**config.mk**
```make
export PLATFORM = sky130hd
export DESIGN_NAME = cbx_unit
export DESIGN_NICKNAME = d
export VERILOG_FILES = /design/src/rtl/cbx_pkg.sv /design/src/rtl/cbx_decode.sv /design/src/rtl/cbx_shift.sv /design/src/rtl/cbx_bitop.sv /design/src/rtl/cbx_unit.sv
export SDC_FILE = /design/constraint.sdc
export NUM_CORES = 1
export LEC_CHECK = 0
export BUFFER_PORTS_ARGS = -buffer_cell sky130_fd_sc_hd__buf_4
export CORE_MARGIN = 2
export CORE_UTILIZATION = 54
export DETAILED_ROUTE_END_ITERATION = 10
export PLACE_DENSITY = 0.88
export SYNTH_ARGS = -nofsm -noshare
export SYNTH_HDL_FRONTEND = slang
export SYNTH_SLANG_ARGS = --single-unit
```
**constraint.sdc**
```tcl
create_clock -name clk -period 2.3 [get_ports clk]
set_input_delay 0 -clock clk [delete_from_list [all_inputs] [get_ports clk]]
set_output_delay 0 -clock clk [all_outputs]
set_load 0.02 [all_outputs]
```
**src/rtl/cbx_pkg.sv**
```systemverilog
package cbx_pkg;
    localparam int DW    = 8;
    localparam int FW    = 4;
    localparam int IDX_W = $clog2(DW);
    localparam int SEL_W = 3;
    localparam logic [SEL_W-1:0] MEM_SLOT = 3'd6;

    // flag vector positions
    localparam int F_Z = 3;
    localparam int F_N = 2;
    localparam int F_H = 1;
    localparam int F_C = 0;

    typedef enum logic [1:0] {
        GRP_SHIFT = 2'b00,
        GRP_TEST  = 2'b01,
        GRP_CLR   = 2'b10,
        GRP_SET   = 2'b11
    } grp_e;

    // order matches opcode bits 5:3 in the shift group
    typedef enum logic [2:0] {
        SK_ROTL  = 3'd0,
        SK_ROTR  = 3'd1,
        SK_ROTLC = 3'd2,
        SK_ROTRC = 3'd3,
        SK_ASHL  = 3'd4,
        SK_ASHR  = 3'd5,
        SK_NSWAP = 3'd6,
        SK_LSHR  = 3'd7
    } shk_e;

    typedef enum logic {
        ST_IDLE   = 1'b0,
        ST_RESULT = 1'b1
    } st_e;

    typedef struct packed {
        grp_e              grp;
        shk_e              shk;
        logic [IDX_W-1:0]  idx;
        logic [SEL_W-1:0]  slot;
        logic              mem;
    } dec_t;
endpackage

```
**src/rtl/cbx_decode.sv**
```systemverilog
module cbx_decode
    import cbx_pkg::*;
(
    input  logic [DW-1:0] op,
    output dec_t          dec
);
    always_comb begin
        dec.grp  = grp_e'(op[7:6]);
        dec.shk  = shk_e'(op[5:3]);
        dec.idx  = op[5:3];
        dec.slot = op[2:0];
        dec.mem  = (op[2:0] == MEM_SLOT);
    end
endmodule

```
**src/rtl/cbx_shift.sv**
```systemverilog
module cbx_shift
    import cbx_pkg::*;
(
    input  shk_e          kind,
    input  logic [DW-1:0] din,
    input  logic          cin,
    output logic [DW-1:0] dout,
    output logic          cout
);
    localparam int HALF = DW / 2;

    always_comb begin
        unique case (kind)
            SK_ROTL: begin
                dout = {din[DW-2:0], din[DW-1]};
                cout = din[DW-1];
            end
            SK_ROTR: begin
                dout = {din[0], din[DW-1:1]};
                cout = din[0];
            end
            SK_ROTLC: begin
                dout = {din[DW-2:0], cin};
                cout = din[DW-1];
            end
            SK_ROTRC: begin
                dout = {cin, din[DW-1:1]};
                cout = din[0];
            end
            SK_ASHL: begin
                dout = {din[DW-2:0], 1'b0};
                cout = din[DW-1];
            end
            SK_ASHR: begin
                dout = {din[DW-1], din[DW-1:1]};
                cout = din[0];
            end
            SK_NSWAP: begin
                dout = {din[HALF-1:0], din[DW-1:HALF]};
                cout = 1'b0;
            end
            SK_LSHR: begin
                dout = {1'b0, din[DW-1:1]};
                cout = din[0];
            end
        endcase
    end
endmodule

```
**src/rtl/cbx_bitop.sv**
```systemverilog
module cbx_bitop
    import cbx_pkg::*;
(
    input  logic [IDX_W-1:0] idx,
    input  logic [DW-1:0]    din,
    output logic [DW-1:0]    cleared,
    output logic [DW-1:0]    setted,
    output logic             picked
);
    logic [DW-1:0] mask;

    for (genvar i = 0; i < DW; i++) begin : g_mask
        assign mask[i] = (idx == IDX_W'(i));
    end

    assign cleared = din & ~mask;
    assign setted  = din | mask;
    assign picked  = |(din & mask);
endmodule

```
**src/rtl/cbx_unit.sv**
```systemverilog
module cbx_unit
    import cbx_pkg::*;
(
    input  logic          clk,
    input  logic          rst_n,
    input  logic          start_i,
    input  logic [7:0]    op_i,
    input  logic [7:0]    val_i,
    input  logic [3:0]    flg_i,
    output logic          done_o,
    output logic [7:0]    res_o,
    output logic [3:0]    flg_o,
    output logic          wr_en_o,
    output logic [2:0]    slot_o,
    output logic          mem_slot_o
);
    st_e           state_q, state_d;
    dec_t          dec;
    logic [DW-1:0] sh_res, clr_res, set_res;
    logic          sh_c, bit_val;
    logic [DW-1:0] nxt_res;
    logic [FW-1:0] nxt_flg;
    logic          nxt_wr;

    cbx_decode u_dec (
        .op  (op_i),
        .dec (dec)
    );

    cbx_shift u_shift (
        .kind (dec.shk),
        .din  (val_i),
        .cin  (flg_i[F_C]),
        .dout (sh_res),
        .cout (sh_c)
    );

    cbx_bitop u_bit (
        .idx     (dec.idx),
        .din     (val_i),
        .cleared (clr_res),
        .setted  (set_res),
        .picked  (bit_val)
    );

    always_comb begin
        nxt_res = val_i;
        nxt_flg = flg_i;
        nxt_wr  = 1'b1;
        unique case (dec.grp)
            GRP_SHIFT: begin
                nxt_res = sh_res;
                nxt_flg = {(sh_res == '0), 1'b0, 1'b0, sh_c};
            end
            GRP_TEST: begin
                nxt_wr  = 1'b0;
                nxt_flg = {~bit_val, 1'b0, 1'b1, flg_i[F_C]};
            end
            GRP_CLR: nxt_res = clr_res;
            GRP_SET: nxt_res = set_res;
        endcase
    end

    // next-state logic
    always_comb begin
        state_d = state_q;
        unique case (state_q)
            ST_IDLE:   if (start_i) state_d = ST_RESULT;
            ST_RESULT: state_d = start_i ? ST_RESULT : ST_IDLE;
        endcase
    end

    // state register
    always_ff @(posedge clk) begin
        if (!rst_n) state_q <= ST_IDLE;
        else        state_q <= state_d;
    end

    // output register
    always_ff @(posedge clk) begin
        if (!rst_n) begin
            res_o      <= '0;
            flg_o      <= '0;
            wr_en_o    <= 1'b0;
            slot_o     <= '0;
            mem_slot_o <= 1'b0;
        end else if (start_i) begin
            res_o      <= nxt_res;
            flg_o      <= nxt_flg;
            wr_en_o    <= nxt_wr;
            slot_o     <= dec.slot;
            mem_slot_o <= dec.mem;
        end
    end

    assign done_o = (state_q == ST_RESULT);

    AST_START_DONE: assert property (@(posedge clk) disable iff (!rst_n)
        start_i |=> done_o) else $error("start not answered");
    AST_IDLE_DONE: assert property (@(posedge clk) disable iff (!rst_n)
        !start_i |=> !done_o) else $error("spurious done");
    AST_MEM_SLOT: assert property (@(posedge clk) disable iff (!rst_n)
        start_i |=> (mem_slot_o == (slot_o == 3'd6))) else $error("mem slot flag");
    AST_SHIFT_FLAGS: assert property (@(posedge clk) disable iff (!rst_n)
        (start_i && op_i[7:6] == 2'b00) |=>
            (flg_o[F_Z] == (res_o == 8'h00)) && !flg_o[F_N] && !flg_o[F_H] && wr_en_o)
        else $error("shift flags");
    AST_TEST_FLAGS: assert property (@(posedge clk) disable iff (!rst_n)
        (start_i && op_i[7:6] == 2'b01) |=>
            !wr_en_o && !flg_o[F_N] && flg_o[F_H] && (flg_o[F_C] == $past(flg_i[F_C])))
        else $error("test flags");
    AST_CLRSET_FLAGS: assert property (@(posedge clk) disable iff (!rst_n)
        (start_i && op_i[7]) |=> (flg_o == $past(flg_i)) && wr_en_o)
        else $error("clear/set flags");
    AST_SET_BIT: assert property (@(posedge clk) disable iff (!rst_n)
        (start_i && op_i[7:6] == 2'b11) |=> res_o[$past(op_i[5:3])])
        else $error("set bit low");
    AST_HOLD: assert property (@(posedge clk) disable iff (!rst_n)
        !start_i |=> $stable(res_o) && $stable(flg_o) && $stable(wr_en_o) && $stable(slot_o))
        else $error("outputs moved while idle");
endmodule

```
==> results.py, run 1 <==
metrics = {
    "outcome": {
        "run_status": "completed",
    },
    "yosys": {
        "synth-async-reset-ratio_pct": 0,
        "synth_seq_cells": 18,
        "synthCells": 167,
        "syn_area_sq_mm": 0.00129,
        "ys.flop_type": "dfxtp_1",
        "seq_area_frac_synth_pct": 28.0,
        "avgSynthCellArea_sq_um": 7.72,
        "synth_edf_count": 0,
        "synthesis.nets": 190,
        "ys.warnings.count": 0,
        "ys_types": 42,
    },
    "sta": {
        "setup_tns_ns": 0,
        "fin_ws_ns": 1.22,
        "clock_skew_ns": 0,
        "fin_crit_ns": 1.08,
        "timing.final.crit_share_pct": 46.9,
        "tightest_slew_ns": 0.368,
        "slew_headroom_pct": 75.3,
        "max_freq_ghz": 0.927,
        "maxSlewViolCount": 0,
        "hold_viol": 0,
        "rsz0062_at_grt": "no",
        "setup_viol": 0,
    },
    "worst_setup_path": {
        "timing.rr.end": "flg_o[3]$_SDFFE_PN0P_",
        "worstSetupPathType": "in -> reg",
        "cp.arrival_ns": 1.35,
        "reg2reg_from": "flg_o[3]$_SDFFE_PN0P_",
        "required_ns": 2.57,
        "cp_max_fo": 18,
        "critPathLaunchType": "input pin",
        "reg2regPathDepth": 3,
        "crit_path_end_kind": "flip-flop",
        "reg2reg_slack_ns": 1.32,
    },
    "placement": {
        "post-place-ws_ns": 0.997,
        "place_area_sq_mm": 0.00156,
        "dpl.hpwl_um": 2320,
        "io_buffers": 40,
        "place.gp.congestion": 0.954,
    },
    "drt": {
        "drtIter0Drc": 52,
        "drt_wl_total_um": 3380,
        "drt_first_pass_iters": 4,
        "remaining_drc_errors": 0,
        "num_vias": 1346,
        "routedWlPerCell_um": 14.6,
        "drtAntennaViolNets": 0,
        "via_per_inst": 5.80,
    },
    "layout": {
        "layout-drive-gt1-share_pct": 26.5,
        "nNetsFinal": 228,
        "final_cell_mix": "buf_4 (41), nand2_1 (29), dfxtp_1 (18)",
        "fill_cells": 177,
        "mostFrequentLayoutCell": "buf_4",
        "postLayoutCoreUtil_pct": 74.0,
        "syn_to_final_growth_pct": 28.3,
        "fin_area_sq_mm": 0.00165,
        "antenna_cells": 0,
    },
    "clock_network": {
        "cts.sinks": 18,
        "cts_tree": "built",
        "htree_levels": 1,
        "clk_latency_ns": 0.30,
        "clockBufferDepth": 2,
        "cts-root-buf": "clkbuf_4",
        "cts_buffers": 3,
        "clk_pin_slew_worst_paths_ns": 0.11,
    },
    "power_and_ir_drop": {
        "irDropWorstVdd_mv": 0.372,
        "p_per_area_mw_per_mm2": 489,
        "p_leak_nw": 0.757,
        "total_power_mw": 0.807,
    },
    "global_routing": {
        "grt_overflow_total": 0,
        "grt_pass1_wl_um": 5530,
        "grt_max_degree": 32,
        "grt_pass1_vias": 1185,
        "track_usage_pct": 27.1,
        "grt_antenna_before_repair": 0,
    },
    "floorplanning": {
        "ioPinCount": 41,
        "die_area_sq_mm": 0.00279,
        "rows": 17,
        "die_h_um": 52.9,
        "die_w_um": 52.9,
        "start_util_pct": 57.7,
        "core_sq_mm": 0.00223,
    },
    "hold_path": {
        "hold_path.class": "in -> reg",
        "hp-start": "val_i[4]",
        "hold_path_end": "res_o[4]$_SDFFE_PN0P_",
        "min_path_cells": 3,
    },
    "run": {
        "cap_violations": 0,
    },
}
flip-flops by register name, summed over array words and instances (netlist names):
register and flops:
wr_en_o 1, done_o 1, slot_o 3, flg_o 4
res_o 8, mem_slot_o 1
metal layers:
metal | routed length, um | vias to the layer above | global-route usage [%]
met4 | 73 | 0 | 12.0
met1 | 1440 | 611 | 36.1
met3 | 214 | 9 | 4.24
met2 | 1640 | 57 | 42.9
met5 | 0 | - | 0
li1 | - | 669 | -
worst max-delay path: stages:
cell	delay, ns
dlygate4sd3_1	0.53
buf_4	0.20
o21ai_0	0.14
nor4_1	0.31
a31o_1	0.17
worst max path at each step:
| stage | from | to | cells after the start |
|---|---|---|---|
| after floorplan | op_i[5] | res_o[0]$_SDFFE_PN0P_ | 6 |
| after detailed placement | op_i[4] | flg_o[3]$_SDFFE_PN0P_ | 6 |
| after global placement | op_i[4] | res_o[5]$_SDFFE_PN0P_ | 6 |
| after global routing | rst_n | flg_o[3]$_SDFFE_PN0P_ | 5 |
| final | rst_n | flg_o[3]$_SDFFE_PN0P_ | 5 |
| after CTS | rst_n | flg_o[3]$_SDFFE_PN0P_ | 5 |
final cells by class:
type                            instances  area (sq um)  area share [%]
Clock buffer                            4          36.3            2.20
Multi-Input combinational cell        134           850            51.4
Timing Repair Buffer                   47           368            22.3
Tap cell                               28          35.0            2.12
Inverter                                1          3.75           0.227
Sequential cell                        18           360            21.8
through the flow:
stage | cells | hold slack [ns]
2_1_floorplan | 167 | 0.121
3_5_place_dp | 222 | 0.273
6_report | 232 | 0.00267
4_1_cts | 232 | 0.00837
5_1_grt | 232 | 0.0288
3_3_place_gp | 222 | 0.268
power breakdown:
group / leakage, nW / switching [mW] / total (mW) / internal, mW
clock: 0.0210 / 0.110 / 0.207 / 0.0968
sequential: 0.149 / 0.0109 / 0.344 / 0.333
combinational: 0.587 / 0.139 / 0.256 / 0.117
total: 0.757 / 0.260 / 0.807 / 0.547
kinds of logic (layout without fill, tap and decap cells):
group / count (synthesis) / count (layout) / share of synthesized area, %
multiplexers: 20 / 20 / 16.5
AND/OR/NAND/NOR: 71 / 71 / 26.6
flip-flops: 18 / 18 / 28.0
buffers and inverters: 15 / 52 / 6.12
AO/OA/AOI/OAI: 43 / 43 / 22.8
synth_stat cells, types with 2 or more instances:
library cell	n	area share [%]
mux2i_1	13	10
buf_6	2	1.7
o21ai_0	14	5.4
a31oi_1	2	0.97
a21oi_1	5	1.9
a21boi_0	2	1.2
dfxtp_1	18	28
nor4_1	2	0.97
buf_2	3	1.2
o22ai_1	2	0.97
a221oi_1	5	3.4
nand2b_1	9	4.4
nor2_1	13	3.8
a211oi_1	2	1.2
o211ai_1	2	1.2
mux2_1	2	1.7
nand2_1	29	8.4
mux2_2	4	3.5
nand3_1	4	1.6
clkbuf_1	7	2.0
nor2b_1	6	2.9
timing repair:
action / CTS / global route
resized for setup: 0 / 0
hold endpoints to repair: 6 / 0
hold buffers: 6 / 0
setup buffers: 0 / 0
Note: power is estimated with default switching activity, not from simulation.
==> run 2, diff against run 1 <==
--- a/config.mk
+++ b/config.mk
@@ -7,9 +7,9 @@
 export LEC_CHECK = 0
 export BUFFER_PORTS_ARGS = -buffer_cell sky130_fd_sc_hd__buf_4
 export CORE_MARGIN = 2
-export CORE_UTILIZATION = 54
+export CORE_UTILIZATION = 45
 export DETAILED_ROUTE_END_ITERATION = 10
-export PLACE_DENSITY = 0.88
+export PLACE_DENSITY = 0.79
 export SYNTH_ARGS = -nofsm -noshare
 export SYNTH_HDL_FRONTEND = slang
 export SYNTH_SLANG_ARGS = --single-unit
==> constraint.sdc (replaced) <==
create_clock -name clk -period 0.9 [get_ports clk]
set_input_delay 0 -clock clk [delete_from_list [all_inputs] [get_ports clk]]
set_output_delay 0 -clock clk [all_outputs]
set_load 0.02 [all_outputs]
==> results.py, run 2 (synthesis results as in run 1) <==
metrics = {
    "floorplanning": {
        "die_h_um": 57.5,
        "rows": 19,
        "die_w_um": 57.5,
        "start_util_pct": 47.1,
        "die_area_sq_mm": 0.00331,
        "ioPinCount": 41,
        "core_sq_mm": 0.00273,
    },
    "sta": {
        "slew_headroom_pct": 70.8,
        "setup_viol": 1,
        "hold_viol": 0,
        "timing.final.crit_share_pct": 101,
        "rsz0062_at_grt": "yes",
        "max_freq_ghz": 1.10,
        "fin_ws_ns": -0.00727,
        "maxSlewViolCount": 0,
        "whs_ns": 0.0842,
        "clock_skew_ns": 0,
        "fin_crit_ns": 0.907,
        "tightest_slew_ns": 0.435,
    },
    "drt": {
        "drtAntennaViolNets": 0,
        "drt_wl_total_um": 4510,
        "drt_first_pass_iters": 4,
        "via_per_inst": 5.81,
        "num_vias": 1581,
        "drtIter0Drc": 71,
        "routedWlPerCell_um": 16.6,
        "remaining_drc_errors": 0,
    },
    "global_routing": {
        "grt_pass1_wl_um": 6830,
        "grt_pass1_vias": 1508,
        "grtUsageMet3_pct": 5.44,
        "grt_max_degree": 17,
        "track_usage_pct": 26.9,
        "grt_antenna_before_repair": 0,
        "grt_overflow_total": 0,
        "gr-usage-met2_pct": 49.7,
        "grtUsageMet1_pct": 30.3,
        "grt_busiest_layer": "met2",
    },
    "worst_setup_path": {
        "crit_path_end_kind": "flip-flop",
        "cp.arrival_ns": 1.11,
        "worstSetupPathType": "in -> reg",
        "cp_max_fo": 10,
        "reg2reg_from": "flg_o[3]$_SDFFE_PN0P_",
        "required_ns": 1.10,
        "critPathLaunchType": "input pin",
        "reg2reg_slack_ns": 0.02,
        "timing.rr.end": "flg_o[3]$_SDFFE_PN0P_",
        "reg2regPathDepth": 3,
    },
    "layout": {
        "reg.largest.list": "res_o: 8 flops, flg_o: 4 flops, slot_o: 3 flops",
        "final_cell_count_no_fill": 272,
        "regMostFlops": "res_o",
        "nNetsFinal": 265,
        "mostFrequentLayoutCell": "buf_4",
        "layout-drive-gt1-share_pct": 44.8,
        "largest_register_ffs": 8,
        "seq_area_sq_um": 362,
        "fill_cells": 189,
        "multi_input_area_sq_um": 955,
        "syn_to_final_growth_pct": 65.7,
        "antenna_cells": 0,
        "final_cell_mix": "buf_4 (69), nand2_1 (27), dfxtp_1 (17)",
        "fin_area_sq_mm": 0.00214,
    },
    "clock_network": {
        "clockBufferDepth": 2,
        "cts-root-buf": "clkbuf_4",
        "cts.sinks": 18,
        "cts_buffers": 3,
        "clk_latency_ns": 0.30,
        "cts_tree": "built",
        "clk_pin_slew_worst_paths_ns": 0.11,
        "htree_levels": 1,
        "cts_setup_buffers": 0,
    },
    "hold_path": {
        "min_path_cells": 3,
        "hold_path_end": "res_o[0]$_SDFFE_PN0P_",
        "hp-start": "op_i[6]",
        "hold_path.class": "in -> reg",
    },
    "run": {
        "cap_violations": 0,
    },
    "outcome": {
        "run_status": "finished with violations",
        "violations": "negative setup slack",
    },
    "placement": {
        "dpl.hpwl_um": 3180,
        "dp_cells": 260,
        "place_area_sq_mm": 0.00189,
        "place.gp.congestion": 0.899,
        "io_buffers": 40,
    },
    "power_and_ir_drop": {
        "p_per_area_mw_per_mm2": 1090,
        "irDropWorstVdd_mv": 1.33,
        "p_leak_nw": 1.02,
    },
}
## run 2: changes by cell type in the layout (fill, tap and decap cells not counted), sizes merged
cell          before  now
bufbuf             0    1
dlymetal6s4s       0    1
buf               41   76
## run 2: critical path: stages
cell	delay, ns
buf_12	0.11
buf_12	0.10
nand2b_4	0.05
or2_1	0.22
mux2_4	0.31
a221oi_4	0.26
nor2_1	0.07
## run 2: area by class of cell
| type | count | share of cell area, % |
|---|---|---|
| Clock buffer | 4 | 1.70 |
| Inverter | 1 | 0.176 |
| Multi-Input combinational cell | 134 | 44.7 |
| Sequential cell | 18 | 16.9 |
| Tap cell | 31 | 1.82 |
| Timing Repair Buffer | 84 | 34.7 |
## run 2: worst max-delay path by stage
stage / start / to / depth (start not counted)
floorplan: op_i[4] / res_o[5]$_SDFFE_PN0P_ / 6
global placement: op_i[4] / res_o[5]$_SDFFE_PN0P_ / 6
detailed placement: op_i[4] / res_o[5]$_SDFFE_PN0P_ / 6
CTS: op_i[4] / res_o[5]$_SDFFE_PN0P_ / 6
global route: op_i[4] / res_o[3]$_SDFFE_PN0P_ / 6
finish: op_i[5] / res_o[5]$_SDFFE_PN0P_ / 7
## run 2: metal layers
layer | wire, um | part of all wire (%)
met5 | 0 | 0
met4 | 136 | 3.0
met3 | 219 | 4.9
met2 | 2410 | 53
met1 | 1750 | 39
## run 2: power breakdown
group	internal [mW]	switching (mW)	total, mW	leakage [nW]
clock network	0.247	0.269	0.517	0.0210
registers	0.852	0.0306	0.883	0.149
logic	0.474	0.444	0.918	0.845
## run 2: timing repair
action,CTS,global route
hold endpoints to repair,8,0
hold buffers,7,0
setup endpoints to repair,9,7
pin swaps,6,7
gates cloned,1,0
resized for setup,12,16
## run 2: stage by stage
step	util, %	power [mW]	setup WS [ns]	setup TNS (ns)
CTS	75.9	2.26	-0.0454	-0.0488
finish	78.1	2.32	-0.00727	-0.00727
global placement	69.0	1.66	-0.376	-3.07
detailed placement	69.0	1.69	-0.438	-3.38
floorplan	-	1.32	-0.233	-1.48
global route	78.1	2.41	-0.0652	-0.188
==> run 3, diff against run 2 <==
--- a/config.mk
+++ b/config.mk
@@ -7,9 +7,10 @@
 export LEC_CHECK = 0
 export BUFFER_PORTS_ARGS = -buffer_cell sky130_fd_sc_hd__buf_4
 export CORE_MARGIN = 2
-export CORE_UTILIZATION = 45
+export CORE_UTILIZATION = 52
 export DETAILED_ROUTE_END_ITERATION = 10
-export PLACE_DENSITY = 0.79
+export PLACE_DENSITY = 0.84
 export SYNTH_ARGS = -nofsm -noshare
 export SYNTH_HDL_FRONTEND = slang
+export SYNTH_HIERARCHICAL = 1
 export SYNTH_SLANG_ARGS = --single-unit
==> constraint.sdc (replaced) <==
create_clock -name clk -period 1 [get_ports clk]
set_input_delay 0 -clock clk [delete_from_list [all_inputs] [get_ports clk]]
set_output_delay 0 -clock clk [all_outputs]
set_load 0.02 [all_outputs]
==> results.py, run 3 <==
metrics = {
    "drt": {
        "drtAntennaViolNets": 0,
        "met3_length_um": 157,
        "routedWlPerCell_um": 15.6,
        "wl_met1_um": 1550,
        "top_layer_used": "met4",
        "drt_first_pass_iters": 4,
        "via_per_inst": 5.61,
        "num_vias": 1324,
        "wl_met2_um": 1940,
        "drt_wl_total_um": 3690,
        "remaining_drc_errors": 0,
        "drtIter0Drc": 38,
    },
    "power_and_ir_drop": {
        "p_per_area_mw_per_mm2": 1010,
        "p_leak_nw": 0.930,
        "sw_frac_of_total_pct": 30.1,
        "p_comb_share_pct": 40.0,
        "clockPowerShare_pct": 21.2,
        "power_switching_mw": 0.617,
        "total_power_mw": 2.05,
        "irDropWorstVdd_mv": 1.00,
        "p_seq_share_pct": 38.8,
        "internal_power_mw": 1.43,
    },
    "hold_path": {
        "hold_path.class": "in -> reg",
        "min_path_cells": 3,
    },
    "placement": {
        "place.gp.congestion": 0.853,
        "place_area_sq_mm": 0.00182,
        "post-place-ws_ns": -0.507,
        "dp_cells": 224,
        "dpl.hpwl_um": 2740,
        "io_buffers": 40,
    },
    "sta": {
        "maxSlewViolCount": 0,
        "fin_ws_ns": -0.156,
        "whs_ns": 0.0704,
        "max_freq_ghz": 0.865,
        "clock_skew_ns": 0,
        "setup_viol": 9,
        "slew_headroom_pct": 69.5,
        "tightest_slew_ns": 0.457,
        "setup_tns_ns": -1.09,
        "hold_viol": 0,
        "timing.final.crit_share_pct": 116,
        "rsz0062_at_grt": "yes",
        "fin_crit_ns": 1.16,
    },
    "clock_network": {
        "cts_buffers": 3,
        "cts_tree": "built",
        "cts.sinks": 18,
        "clk_pin_slew_worst_paths_ns": 0.10,
        "clk_latency_ns": 0.29,
        "clockBufferDepth": 2,
        "cts-root-buf": "clkbuf_4",
        "htree_levels": 1,
    },
    "worst_setup_path": {
        "cp.arrival_ns": 1.32,
        "cp_max_fo": 7,
        "crit_path_end_kind": "flip-flop",
        "timing.rr.end": "flg_o[3]$_SDFFE_PN0P_",
        "cp-startpoint": "op_i[4]",
        "reg2reg_slack_ns": 0.25,
        "worstSetupPathType": "in -> reg",
        "reg2regPathDepth": 2,
        "crit_end": "res_o[4]$_SDFFE_PN0P_",
        "reg2reg_from": "flg_o[3]$_SDFFE_PN0P_",
        "required_ns": 1.16,
        "critPathLaunchType": "input pin",
    },
    "layout": {
        "largest_register_ffs": 8,
        "fin_area_sq_mm": 0.00203,
        "fill_cells": 166,
        "reg.largest.list": "res_o: 8 flops, flg_o: 4 flops, slot_o: 3 flops",
        "postLayoutCoreUtil_pct": 79.9,
        "final_cell_mix": "buf_4 (57), dfxtp_1 (18), nor2_1 (16), mux2i_1 (16), nand2_1 (11)",
        "syn_to_final_growth_pct": 42.6,
        "regMostFlops": "res_o",
        "layout-drive-gt1-share_pct": 47.6,
        "final_cell_count_no_fill": 236,
        "antenna_cells": 0,
        "nNetsFinal": 230,
        "mostFrequentLayoutCell": "buf_4",
    },
    "yosys": {
        "ys_types": 35,
        "synthCells": 154,
        "yosysMostFrequentCell": "mux2i_1",
        "synth-async-reset-ratio_pct": 0,
        "synth.top_cell.area_share_pct": 25.3,
        "synthTopCellsByCount": "mux2i_1 (20), dfxtp_1 (18), nor2_1 (16)",
        "avgSynthCellArea_sq_um": 9.26,
        "synthTopCellsByArea": "dfxtp_1 (25%), mux2i_1 (14%), mux4_1 (9.2%)",
        "yosysTopAreaCell": "dfxtp_1",
        "synth_edf_count": 0,
        "ys.warnings.count": 6,
        "ys.flop_type": "dfxtp_1",
        "syn_area_sq_mm": 0.00143,
        "seq_area_frac_synth_pct": 25.3,
        "synthesis.nets": 177,
        "synth_seq_cells": 18,
    },
    "global_routing": {
        "grt_pass1_vias": 1263,
        "grt_pass1_wl_um": 5860,
        "grt_max_degree": 24,
        "grt_overflow_total": 0,
        "grt_antenna_before_repair": 0,
        "track_usage_pct": 23.1,
    },
    "outcome": {
        "run_status": "finished with violations",
        "violations": "negative setup slack",
    },
    "floorplanning": {
        "start_util_pct": 56.0,
        "die_w_um": 56.4,
        "rows": 18,
        "ioPinCount": 41,
        "die_h_um": 56.4,
        "die_area_sq_mm": 0.00318,
        "core_sq_mm": 0.00254,
    },
    "run": {
        "cap_violations": 0,
    },
}
-- run 3: changes by cell type after synthesis, moves of 4 or more --
cell and change:
a221oi_1 -5, nand2b_1 -5, mux4_2 +5, o21a_1 +5, buf_4 +10, o21bai_1 +4
mux2i_1 +7, mux4_1 +5, nand2_1 -18
-- run 3: worst min path at each step --
| stage | startpoint | to | slack, ns |
|---|---|---|---|
| after floorplan | rst_n | done_o$_SDFF_PN0_ | 0.13 |
| after global placement | rst_n | done_o$_SDFF_PN0_ | 0.23 |
| after detailed placement | rst_n | done_o$_SDFF_PN0_ | 0.24 |
| after CTS | flg_i[3] | flg_o[3]$_SDFFE_PN0P_ | 0.04 |
| after global routing | flg_i[3] | flg_o[3]$_SDFFE_PN0P_ | 0.07 |
| final | flg_i[3] | flg_o[3]$_SDFFE_PN0P_ | 0.07 |
-- run 3: worst max-delay path, stage by stage --
cell     delay (ns)
buf_12         0.11
nand2_8        0.07
buf_12         0.13
mux2i_4        0.23
o21ai_2        0.08
mux4_2         0.46
mux2i_1        0.17
nor2_1         0.05
-- run 3: area by class of cell --
class	instances	area, sq um	area share [%]
timing repair buffer	70	593	29.2
clock buffer	4	36.3	1.78
multi-input combinational	112	1000	49.1
tap	30	37.5	1.85
sequential	18	360	17.7
inverter	2	7.51	0.369
-- run 3: cells by family (layout without fill, tap and decap cells) --
| group | Yosys count | in the layout | share of synthesized area [%] |
|---|---|---|---|
| buf+inv | 24 | 76 | 10.5 |
| simple gates | 47 | 47 | 16.1 |
| mux | 33 | 33 | 33.8 |
| flops | 18 | 18 | 25.3 |
| compound gates | 32 | 32 | 14.4 |
-- run 3: routing by layer --
layer	vias up	global-route usage, %
li1	650	-
met1	632	28.2
met2	38	42.0
met3	4	2.30
met4	0	8.16
met5	-	0
-- run 3: power by group through the flow --
stage          clock [mW]  combinational [mW]  sequential [mW]
2_1_floorplan           0               0.421            0.867
6_report            0.435               0.818            0.794
3_3_place_gp            0               0.700            0.807
5_1_grt             0.479               0.871            0.799
4_1_cts             0.451               0.776            0.793
3_5_place_dp            0               0.723            0.809
-- run 3: timing repair --
| action | 4_1_cts | 5_1_grt |
|---|---|---|
| hold buffers | 6 | 0 |
| hold endpoints to repair | 6 | 0 |
| endpoints found under the setup margin | 9 | 9 |
| gates resized for setup | 16 | 11 |
| pin swaps | 5 | 1 |
| setup buffers | 1 | 1 |
